===== src/rtl/shd_pkg.sv =====
package shd_pkg;

   typedef enum logic [1:0] {
      ROUTE_INT  = 2'd0,
      ROUTE_EXT  = 2'd1,
      ROUTE_DROP = 2'd2
   } route_e;

   // Route for one access given the region's enable pair.
   function automatic route_e route_of(input logic rd_en,
                                       input logic wr_en,
                                       input logic is_wr);
      route_e r;
      if (!is_wr)     r = rd_en ? ROUTE_INT : ROUTE_EXT;
      else if (wr_en) r = ROUTE_INT;
      else if (rd_en) r = ROUTE_DROP;
      else            r = ROUTE_EXT;
      return r;
   endfunction

endpackage


===== src/rtl/shd_regfile.sv =====
module shd_regfile #(
   parameter int IO_AW = 16,
   parameter int DW = 8,
   parameter int NREG = 16,
   parameter logic [IO_AW-1:0] IDX_PORT = 16'h0022,
   parameter logic [IO_AW-1:0] DATA_PORT = 16'h0024,
   localparam int IW = $clog2(NREG)
) (
   input  logic                 clk,
   input  logic                 rst_n,
   input  logic                 io_wr,
   input  logic                 io_rd,
   input  logic [IO_AW-1:0]     io_addr,
   input  logic [DW-1:0]        io_wdata,
   output logic [DW-1:0]        io_rdata,
   output logic [IW-1:0]        idx_q,
   output logic [NREG*DW-1:0]   regs_flat
);

   if ((1 << IW) != NREG) begin : g_bad_nreg
      $error("shd_regfile: NREG must be a power of two");
   end
   if (DW < IW) begin : g_bad_dw
      $error("shd_regfile: DW too narrow to carry an index");
   end

   logic hit_idx, hit_dat;
   logic [DW-1:0] regs_q [NREG];

   assign hit_idx = (io_addr == IDX_PORT);
   assign hit_dat = (io_addr == DATA_PORT);

   always_ff @(posedge clk) begin
      if (!rst_n) begin
         idx_q <= '0;
      end else if (io_wr && hit_idx) begin
         idx_q <= io_wdata[IW-1:0];
      end
   end

   for (genvar g = 0; g < NREG; g++) begin : g_reg
      always_ff @(posedge clk) begin
         if (!rst_n) begin
            regs_q[g] <= '0;
         end else if (io_wr && hit_dat && (idx_q == IW'(g))) begin
            regs_q[g] <= io_wdata;
         end
      end
      assign regs_flat[g*DW +: DW] = regs_q[g];
   end

   assign io_rdata = (io_rd && hit_dat) ? regs_q[idx_q] : '0;

endmodule


===== src/rtl/shd_seg_decode.sv =====
module shd_seg_decode
   import shd_pkg::*;
#(
   parameter int DW = 8,
   parameter int NREG = 16,
   parameter int AW = 20,
   parameter int LO_REG = 4,
   parameter int HI_REG = 5,
   parameter int TOP_REG = 6,
   localparam int SMALL_PER_REG = 4,
   localparam int N_SMALL = 2 * SMALL_PER_REG,
   localparam int N_BIG = 2
) (
   input  logic [NREG*DW-1:0] regs_flat,
   input  logic [AW-1:0]      mem_addr,
   input  logic               mem_we,
   output logic [1:0]         route
);

   if (AW != 20) begin : g_bad_aw
      $error("shd_seg_decode: window layout assumes a 20-bit address");
   end
   if (DW < 2 * SMALL_PER_REG) begin : g_bad_dw
      $error("shd_seg_decode: DW must hold four enable pairs");
   end
   if (TOP_REG >= NREG || HI_REG >= NREG || LO_REG >= NREG) begin : g_bad_reg
      $error("shd_seg_decode: control register out of range");
   end

   logic [N_SMALL-1:0] sm_rd, sm_wr;
   logic [N_BIG-1:0]   bg_rd, bg_wr;

   // 16 KB segments of C0000-DFFFF, ascending address order
   for (genvar s = 0; s < N_SMALL; s++) begin : g_small
      localparam int RSEL = (s < SMALL_PER_REG) ? LO_REG : HI_REG;
      localparam int PAIR = s % SMALL_PER_REG;
      assign sm_rd[s] = regs_flat[RSEL*DW + 2*PAIR];
      assign sm_wr[s] = regs_flat[RSEL*DW + 2*PAIR + 1];
   end

   // 64 KB segments E0000 and F0000
   for (genvar b = 0; b < N_BIG; b++) begin : g_big
      assign bg_rd[b] = regs_flat[TOP_REG*DW + 2*b];
      assign bg_wr[b] = regs_flat[TOP_REG*DW + 2*b + 1];
   end

   logic in_win, upper_half, rd_en, wr_en;
   logic [2:0] small_sel;
   route_e r;

   assign in_win     = &mem_addr[AW-1:AW-2];
   assign upper_half = mem_addr[AW-3];
   assign small_sel  = mem_addr[AW-4:AW-6];

   always_comb begin
      if (upper_half) begin
         rd_en = bg_rd[mem_addr[AW-4]];
         wr_en = bg_wr[mem_addr[AW-4]];
      end else begin
         rd_en = sm_rd[small_sel];
         wr_en = sm_wr[small_sel];
      end
      r = in_win ? route_of(rd_en, wr_en, mem_we) : ROUTE_INT;
   end

   assign route = r;

   logic unused_bits;
   assign unused_bits = ^{regs_flat, mem_addr[AW-7:0]};

endmodule


===== src/rtl/shd_route.sv =====
module shd_route #(
   parameter int IO_AW = 16,
   parameter int DW = 8,
   parameter int NREG = 16,
   parameter int AW = 20,
   parameter logic [IO_AW-1:0] IDX_PORT = 16'h0022,
   parameter logic [IO_AW-1:0] DATA_PORT = 16'h0024
) (
   input  logic             clk,
   input  logic             rst_n,
   input  logic             io_wr,
   input  logic             io_rd,
   input  logic [IO_AW-1:0] io_addr,
   input  logic [DW-1:0]    io_wdata,
   output logic [DW-1:0]    io_rdata,
   input  logic [AW-1:0]    mem_addr,
   input  logic             mem_we,
   output logic [1:0]       mem_route
);

   localparam int IW = $clog2(NREG);

   logic [IW-1:0]      idx_q;
   logic [NREG*DW-1:0] regs_flat;

   shd_regfile #(
      .IO_AW(IO_AW), .DW(DW), .NREG(NREG),
      .IDX_PORT(IDX_PORT), .DATA_PORT(DATA_PORT)
   ) u_rf (
      .clk(clk), .rst_n(rst_n),
      .io_wr(io_wr), .io_rd(io_rd), .io_addr(io_addr),
      .io_wdata(io_wdata), .io_rdata(io_rdata),
      .idx_q(idx_q), .regs_flat(regs_flat)
   );

   shd_seg_decode #(
      .DW(DW), .NREG(NREG), .AW(AW)
   ) u_dec (
      .regs_flat(regs_flat), .mem_addr(mem_addr),
      .mem_we(mem_we), .route(mem_route)
   );

endmodule


===== config.mk =====
export PLATFORM = sky130hd
export DESIGN_NAME = shd_route
export DESIGN_NICKNAME = d
export VERILOG_FILES = /design/src/rtl/shd_pkg.sv /design/src/rtl/shd_regfile.sv /design/src/rtl/shd_seg_decode.sv /design/src/rtl/shd_route.sv
export SDC_FILE = /design/constraint.sdc
export NUM_CORES = 1
export LEC_CHECK = 0
export BUFFER_PORTS_ARGS = -buffer_cell sky130_fd_sc_hd__buf_2
export CELL_PAD_IN_SITES_DETAIL_PLACEMENT = 1
export CELL_PAD_IN_SITES_GLOBAL_PLACEMENT = 1
export CORE_MARGIN = 4
export CORE_UTILIZATION = 49
export CTS_CLUSTER_SIZE = 30
export DETAILED_ROUTE_END_ITERATION = 16
export PLACE_DENSITY = 0.82
export REMOVE_ABC_BUFFERS = 1
export SLEW_MARGIN = 30
export SYNTH_ARGS = -nofsm -noshare
export SYNTH_HDL_FRONTEND = slang
export SYNTH_SLANG_ARGS = --single-unit
export TNS_END_PERCENT = 100

===== constraint.sdc =====
create_clock -name clk -period 2.8 [get_ports clk]
set_input_delay 0.56 -clock clk [delete_from_list [all_inputs] [get_ports clk]]
set_output_delay 0.56 -clock clk [all_outputs]
set_load 0.005 [all_outputs]

Word-level counts from Yosys, hierarchy flattened
Memories as Yosys holds them, arrays and structs flattened. A register that Yosys moved wholly into a read port is not among the register bits.
Index checks and enable logic that the tools add are counted.
{ "op_classes": {"order_cmp": 2, "n_mux": 83, "n_bitwise": 16, "n_eq_ne": 17, "n_reduce_logical": 21} }
{ "ops": {"columns": ["operator", "n"], "rows": [
  ["8-bit two-way mux", 17],
  ["1-bit two-way mux", 58],
  ["16-bit by 6-bit == test with 1-bit output (second input constant)", 2],
  ["4-bit == test (second input constant)", 8],
  ["1-bit logical AND", 19],
  ["4-bit by 3-bit == test with 1-bit output (second input constant)", 4],
  ["1-bit bitwise OR", 16],
  ["4-bit by 2-bit == test with 1-bit output (second input constant)", 2],
  ["2-bit two-way mux", 4],
  ["4-bit two-way mux", 2],
  ["1-bit binary-select mux with 3-bit select", 2],
  ["4-bit by 1-bit == test with 1-bit output (second input constant)", 1],
  ["4-bit zero test", 1],
  ["3-bit by 4-bit less-than comparator with 1-bit output (second input constant)", 1],
  ["1-bit by 2-bit less-than comparator with 1-bit output (second input constant)", 1],
  ["2-bit AND reduction", 1]
]} }
{ "word_totals": {"n_memories": 1, "ff_bits": 4, "ramBits": 128, "inputBits": 49, "elab_cells": 141, "out_inout_bits": 10} }
{ "memory_table": {"columns": ["name", "words", "width", "read_ports", "rd_clocked_by_memory_dff", "write_ports", "line_no", "source"], "rows": [
  ["u_rf.regs_q", 16, 8, 4, 1, 16, "shd_regfile.sv:28", "logic [DW-1:0] regs_q [NREG];"]
]} }

Longest topological paths before layout
Gate-level depths: netlist (run 1).
An unclocked memory read counts as a cell.
{ "depth": {"depth_word": 8, "ltp_mapped": 6, "ltp_nobuf": 4} }

Cells and area by module
From an unflattened synthesis (run 1), not the netlist that was laid out.
{ "unflattened": {"hier_cells": 476, "area_unflattened_um2": 6237.2} }
{ "by_module_without_submodules": {"columns": ["module", "n_inst", "seq_area_each_um2", "area_per_inst_um2", "cells_each"], "rows": [
  ["shd_regfile", 1, 4003.8, 6005.8, 450],
  ["shd_seg_decode", 1, 0.0, 231.5, 26]
]} }

Worst setup path after synthesis (run 1)
OpenSTA, ideal clock, no wires.
{ "synth_timing": {"path_type": "in2reg", "startpoint": "input port io_addr[6]", "endpoint": "memory u_rf.regs_q[12][0], enable pin", "stages": 5, "setup_slack_ns": 0.317, "setup_time_ns": 0.384, "required_time_ns": 2.416, "arrival_time_ns": 2.099, "path_buffers": 1, "cell_sequence": "nor4_1 -> and4_1 -> buf_4 -> nand4_1 -> o21ai_0"} }
{ "synth_rtl": {"columns": ["item", "line_no", "source"], "rows": [
  ["from (decl)", "shd_route.sv:13", "input logic [IO_AW-1:0] io_addr,"],
  ["to (decl)", "shd_regfile.sv:28", null]
]} }

==> impl_metrics.json, run 1 <==
{
  "worst_pin_slew_ns": 0.8291,
  "n_antenna_cell": 0,
  "die_w_um": 121.2,
  "hp-class": "in -> reg",
  "grt_pass1_wl_mm": 27.43,
  "area_delta_synth_final_pct": 17.83,
  "clock-sinks": 136,
  "cts_tree": "built",
  "dr.pass1.iters": 5,
  "io_buffers": 44,
  "wire_per_inst_um": 25.05,
  "drive_gt1_share_pct": 27.42,
  "status": "completed",
  "vias_per_cell": 6.028,
  "yosys_warnings": 0,
  "nets": 586,
  "reg2reg_to": "u_rf.regs_q[8][0]$_SDFFCE_PN0P_",
  "worst_ep_arrival_time_ns": 2.22,
  "die_y_um": 121.2,
  "finalCriticalPeriod_ns": 2.775,
  "peakVddDrop_mv": 0.2444,
  "dpl.hpwl_mm": 12.41,
  "htree_levels": 4,
  "grt.total_usage_pct": 26.12,
  "finClkSkew_ns": 0.006708,
  "setup_viol": 0,
  "critical_path.top_delay_family": "multiplexers",
  "synth_seq_cells": 136,
  "clock_tree.buffer_depth": 2,
  "startpoint_type": "flip-flop",
  "drv_slew": 0,
  "yosysSeqAreaShare_pct": 63.76,
  "start_util_pct": 49.97,
  "endpoint_kind": "primary output",
  "hold_viol_final": 0,
  "place_inst": 687,
  "clockPowerShare_pct": 42.7,
  "grt_pass1_vias": 4754,
  "std_cell_rows": 41,
  "reg2regPathDepth": 4,
  "io_pins": 59,
  "hold_depth": 3,
  "dieArea_um2": 14690,
  "grt_setup_unrepaired": "true",
  "fillCellCount": 1233,
  "synth_edf_count": 128,
  "p_switching_w": 0.0009279,
  "synthFlopType": "edfxtp_1",
  "cap_violations": 0,
  "path_cells": "buf_12 > buf_6 > mux4_2 > mux2i_4 > a211oi_2 > buf_2",
  "crit_type": "reg -> out",
  "ys_async_sr_fraction_pct": 0,
  "path_max_fanout": 8,
  "ctsHoldBuffers": 0,
  "synthCells": 474,
  "min_from": "io_wdata[0]",
  "placed_area_um2": 6779,
  "fin_area_um2": 7400,
  "drtAntennaViolNets": 0,
  "drcViolationCount": 0,
  "final_util_pct": 58.88,
  "pwr_density_cell_nw_per_um2": 593.2,
  "post-route-period-util_pct": 99.12,
  "gp_congestion": 0.7958,
  "cts_root_buf": "clkbuf_16",
  "synth_cell_type_count": 35,
  "r2r_setup_slack_ns": 0.96,
  "clock_latency_ns": 0.42,
  "stdcell_count": 719,
  "wl_mm": 18.01,
  "vias": 4334,
  "p_seq_share_pct": 52.7,
  "fmax_mhz": 360.3,
  "combPwrFrac_pct": 4.6,
  "slowest_stage": "mux4_2",
  "cts_inserted_buffers": 17,
  "core_area_um2": 12570,
  "worst-path-buf-inv": 3,
  "path_clk_slew_ns": 0.05,
  "grt_overflow": 0,
  "p_sw_share_pct": 21.14,
  "drt_iter0_drc": 319,
  "power.leakage_nw": 2.432,
  "crit_required_ns": 2.24,
  "grt_antenna_before_repair": 0,
  "syn_area_per_cell_um2": 13.25,
  "p_int_w": 0.003462,
  "slew_headroom_pct": 44.65,
  "grt_max_degree": 33,
  "worstReg2RegStart": "u_rf.idx_q[1]$_SDFFE_PN0N_",
  "cpPeakStageDelay_ns": 0.53,
  "synthesis.area_um2": 6280
}
-- stage by stage --
stage | setup WS, ns | hold WS, ns | total power [W] | TNS (ns)
after floorplan | -0.2853 | 0.4947 | 0.002434 | -2.283
after global placement | 0.2204 | 0.5238 | 0.002530 | 0
after detailed placement | 0.1115 | 0.5459 | 0.002552 | 0
after CTS | -0.008276 | 0.4744 | 0.004387 | -0.008276
after global routing | -0.02610 | 0.4970 | 0.004508 | -0.04398
final | 0.02473 | 0.4761 | 0.004390 | 0
-- registers in the layout, summed over array words and instances (netlist names), named ones only --
name         cells
u_rf.regs_q    128
u_rf.idx_q       4
-- power groups by stage --
stage | combinational [W] | clock, W | sequential, W
2_1_floorplan | 0.0000910 | 0 | 0.00234
3_3_place_gp | 0.000183 | 0 | 0.00235
3_5_place_dp | 0.000195 | 0 | 0.00236
4_1_cts | 0.000198 | 0.00187 | 0.00232
5_1_grt | 0.000214 | 0.00197 | 0.00232
6_report | 0.000201 | 0.00187 | 0.00231
-- final cells by class --
| type | instances | area [um2] | area share, % |
|---|---|---|---|
| Inverter | 3 | 11.26 | 0.1522 |
| Clock inverter | 8 | 35.03 | 0.4735 |
| Multi-Input combinational cell | 307 | 2187 | 29.56 |
| Sequential cell | 136 | 4008 | 54.16 |
| Timing Repair Buffer | 72 | 503.0 | 6.797 |
| Clock buffer | 21 | 440.4 | 5.952 |
| Tap cell | 172 | 215.2 | 2.908 |
-- cell usage after synthesis (3+ instances only) --
| cell type | count | area share (%) |
|---|---|---|
| nand3_1 | 10 | 0.80 |
| edfxtp_1 | 128 | 61 |
| nor2_1 | 136 | 8.1 |
| a211oi_1 | 16 | 1.9 |
| mux2i_1 | 14 | 2.2 |
| mux4_2 | 33 | 12 |
| a21oi_1 | 4 | 0.32 |
| inv_1 | 3 | 0.18 |
| clkbuf_1 | 14 | 0.84 |
| mux2_2 | 3 | 0.54 |
| dfxtp_1 | 8 | 2.6 |
| buf_2 | 5 | 0.40 |
| nand4_1 | 3 | 0.30 |
| o21ai_0 | 21 | 1.7 |
| buf_4 | 3 | 0.36 |
| nor2b_1 | 11 | 1.1 |
| nand2_1 | 37 | 2.2 |
| buf_6 | 3 | 0.54 |
-- cell families (layout without fill, tap and decap cells) --
family	count (synthesis)	after routing	synth area share, %
AOI/OAI and AO/OA	45	45	4.503
buffers and inverters	31	104	2.570
DFF	136	136	63.76
muxes	51	51	14.84
and+or+nand+nor	211	211	14.33
-- timing repair --
| action | CTS | global route |
|---|---|---|
| endpoints found under the hold margin | 0 | 0 |
| cloned | 2 | 0 |
| pin swaps | 0 | 6 |
| gates resized for setup | 6 | 13 |
| buffers inserted | 0 | 1 |
| setup endpoints to repair | 7 | 8 |
-- worst register-to-register path: stages, from the launching register on --
cell and delay [ns]:
dfxtp_1 0.33, or2_2 0.35, nor2_1 0.50, nand2_1 0.33, nor2_1 0.19
-- metal layers --
| metal | routed length [um] | vias to the layer above | track usage, % |
|---|---|---|---|
| li1 | - | 1889 | - |
| met1 | 6742 | 2244 | 31.69 |
| met2 | 9838 | 162 | 46.13 |
| met3 | 916 | 39 | 4.103 |
| met4 | 513 | 0 | 11.55 |
| met5 | 0 | - | 0 |
-- how the worst max path moves through the flow --
stage / end / start / slack (ns) / cells after the start
after floorplan: io_rdata[0] / flip-flop / -0.29 / 4
after global placement: mem_route[0] / mem_addr[14] / 0.22 / 6
after detailed placement: io_rdata[2] / io_addr[6] / 0.11 / 6
after CTS: io_rdata[5] / flip-flop / -0.008 / 6
after global routing: io_rdata[3] / flip-flop / -0.03 / 6
final: io_rdata[3] / flip-flop / 0.02 / 6
-- cell usage in the layout (no fill, tap or decap), types with 2 or more instances in the layout --
cell       count
nor2_1       136
edfxtp_1     128
buf_2         44
nand2_1       37
mux4_2        33
buf_4         22
o21ai_0       21
clkbuf_16     17
nor2b_1       11
mux2i_1       10
nand3_1       10
a211oi_2       9
a211oi_1       8
dfxtp_1        7
a21oi_1        4
clkbuf_1       4
clkinv_1       4
clkinv_2       4
mux2_2         3
inv_1          3
nand4_1        3
nor4_1         2
nand3_2        2
mux2i_2        2
mux2i_4        2
and2_1         2
or2_2          2
nand2b_1       2
buf_16         2
buf_6          2
buf_12         2
No activity file was read; power rests on OpenSTA's default activity.
==> run 2, diff against run 1 <==
CORE_UTILIZATION = 52   (was 49)
PLACE_DENSITY = 0.86   (was 0.82)
SYNTH_HIERARCHICAL = 1   (was unset)
clock period = 3.3 ns   (was 2.8 ns; I/O delays follow)
==> run 2 against run 1 <==
Setup slack improved by 0.12 ns; largest power group unchanged; routed wire length rose by 5.7%; highest routed layer unchanged; non-clock buffer count rose by 8; synthesized cell count rose by 0.42%; worst hold slack improved by 0.098 ns; clock skew barely moved; sequential cell count did not move.
==> impl_metrics.json, run 2 <==
{
  "peakVddDrop_mv": 0.4290,
  "r2r_setup_slack_ns": 1.42,
  "critical_path.top_delay_family": "flip-flops",
  "clock-sinks": 136,
  "cpPeakStageDelay_ns": 0.80,
  "worst_pin_slew_ns": 0.7524,
  "worstReg2RegStart": "u_rf/idx_q[0]$_SDFFE_PN0N_",
  "path_clk_slew_ns": 0.06,
  "drt_iter0_drc": 577,
  "drcViolationCount": 0,
  "synthCells": 476,
  "die_w_um": 117.5,
  "path_cells": "buf_4 > mux4_2 > a22oi_1 > a21oi_1 > buf_2",
  "wl_mm": 19.04,
  "final_common_cell": "nor2_1",
  "fillCellCount": 1128,
  "fin_tns_setup_ns": 0,
  "area_delta_synth_final_pct": 17.83,
  "register_area_um2": 4008,
  "syn_area_per_cell_um2": 13.10,
  "wl_met3_mm": 1.826,
  "synth_seq_cells": 136,
  "drtAntennaViolNets": 0,
  "gp_congestion": 0.8059,
  "slowest_stage": "dfxtp_1",
  "fin_area_um2": 7350,
  "wl_met1_mm": 6.563,
  "start_util_pct": 53.93,
  "synthesis.area_um2": 6237,
  "dieArea_um2": 13810,
  "synthMuxAreaShare_pct": 14.30,
  "crit_type": "reg -> out",
  "ys_async_sr_fraction_pct": 0,
  "clock_latency_ns": 0.43,
  "endpoint_kind": "primary output",
  "yosys.area_share.adder_pct": 0,
  "synth_cell_type_count": 39,
  "dr_wl_met2_mm": 9.609,
  "synth_edf_count": 128,
  "worst_ep_arrival_time_ns": 2.50,
  "grt_max_degree": 26,
  "fmax_mhz": 316.9,
  "vias": 4504,
  "final_cell_mix": "nor2_1 (131), edfxtp_1 (128), nand2_1 (49)",
  "reg2regPathDepth": 4,
  "min_from": "u_rf/idx_q[2]$_SDFFE_PN0N_",
  "power.leakage_nw": 2.472,
  "finalCriticalPeriod_ns": 3.155,
  "grt_overflow": 0,
  "status": "completed",
  "synth_xor_area_share_pct": 0,
  "grt_pass1_vias": 4800,
  "p_total_w": 0.003988,
  "grt_setup_unrepaired": "false",
  "post-route-period-util_pct": 95.61,
  "synthFlopType": "edfxtp_1",
  "setup_viol": 0,
  "grt_antenna_before_repair": 0,
  "dpl.hpwl_mm": 12.30,
  "nets": 594,
  "worst-path-buf-inv": 2,
  "synth_area_leaders": "edfxtp_1 (62%), mux4_2 (12%), nor2_1 (7.9%)",
  "yosysTopAreaCell": "edfxtp_1",
  "top_register": "u_rf/regs_q",
  "n_antenna_cell": 0,
  "hold_slack_ns": 0.5738,
  "hp-class": "reg -> reg",
  "grt_pass1_wl_mm": 28.83,
  "cts_inserted_buffers": 17,
  "io_pins": 59,
  "synth.most_common_cell": "nor2_1",
  "grt.total_usage_pct": 28.56,
  "reg2reg_to": "u_rf/regs_q[7][6]$_SDFFCE_PN0P_",
  "multi_input_area_um2": 2105,
  "yosysSeqAreaShare_pct": 64.19,
  "synthTopCellsByCount": "nor2_1 (131), edfxtp_1 (128), nand2_1 (49)",
  "core_area_um2": 11560,
  "die_y_um": 117.5,
  "largest_register_ffs": 128,
  "drv_slew": 0,
  "clock_tree.buffer_depth": 2,
  "wire_per_inst_um": 27.24,
  "pwr_density_cell_nw_per_um2": 542.6,
  "hold_depth": 2,
  "std_cell_rows": 39,
  "cts_tree": "built",
  "synthSimpleGateAreaFrac_pct": 15.07,
  "reg.largest.list": "u_rf/regs_q (128), u_rf/idx_q (4)",
  "ctsHoldBuffers": 0,
  "synth_compound_area_share_pct": 4.373,
  "slew_headroom_pct": 49.77,
  "synth_top_area_share_pct": 61.62,
  "vias_per_cell": 6.443,
  "placed_area_um2": 6783,
  "path_max_fanout": 10,
  "hold_viol_final": 0,
  "dr.pass1.iters": 5,
  "top_layer": "met4",
  "yosys_warnings": 6,
  "io_buffers": 44,
  "startpoint_type": "flip-flop",
  "synth_top_family_by_area": "simple AND/OR/NAND/NOR gates",
  "final_util_pct": 63.55,
  "drive_gt1_share_pct": 26.80,
  "htree_levels": 4,
  "cap_violations": 0,
  "cts_root_buf": "clkbuf_16",
  "finClkSkew_ns": 0.006457,
  "crit_required_ns": 2.64
}
==> run 2: worst max-delay path by stage <==
stage                  from      endpoint  cells after the start
6_report          flip-flop   io_rdata[4]                      5
5_1_grt           flip-flop   io_rdata[5]                      5
4_1_cts           flip-flop   io_rdata[0]                      6
3_5_place_dp   mem_addr[14]  mem_route[0]                      6
3_3_place_gp   mem_addr[14]  mem_route[0]                      6
2_1_floorplan     flip-flop   io_rdata[0]                      4
==> run 2: cell families after synthesis <==
kind of cell,after synthesis
flip-flops,136
AND/OR/NAND/NOR,217
multiplexers,47
buffers and inverters,31
AO/OA/AOI/OAI,45
==> run 2: per-stage QoR <==
| step | instances | setup WS, ns |
|---|---|---|
| after detailed placement | 669 | 0.3953 |
| after floorplan | 446 | 0.2429 |
| after global placement | 669 | 0.4416 |
| after CTS | 699 | 0.03540 |
| final | 699 | 0.1447 |
| after global routing | 699 | 0.05233 |
==> run 2: worst register-to-register path, delay by kind of cell (launching register included) <==
| family | cells | cell delay [ns] |
|---|---|---|
| buf+inv | 1 | 0.25 |
| flops | 1 | 0.42 |
| compound gates | 1 | 0.26 |
| simple gates | 2 | 0.65 |
==> run 2: area by class of cell <==
type,count,share of cell area [%]
Multi-Input combinational cell,309,28.63
Clock buffer,18,5.839
Sequential cell,136,54.53
Inverter,1,0.05107
Clock inverter,12,1.839
Tap cell,143,2.434
Timing Repair Buffer,80,6.673
==> run 2: power by group <==
part / internal (W) / switching, W / total, W
clock: 0.00116 / 0.000678 / 0.00184
combinational: 0.0000695 / 0.000110 / 0.000180
sequential: 0.00194 / 0.0000243 / 0.00197
==> run 2: repair_timing <==
item,CTS,global route
hold endpoints to repair,0,0
setup buffers,0,0
resized for setup,0,1
setup endpoints to repair,0,3
==> run 2: routing by layer <==
metal  vias up  global-route usage (%)
li1       1901                       -
met1      2255                   35.93
met2       288                   46.50
met3        60                   5.382
met4         0                   16.92
met5         -                       0
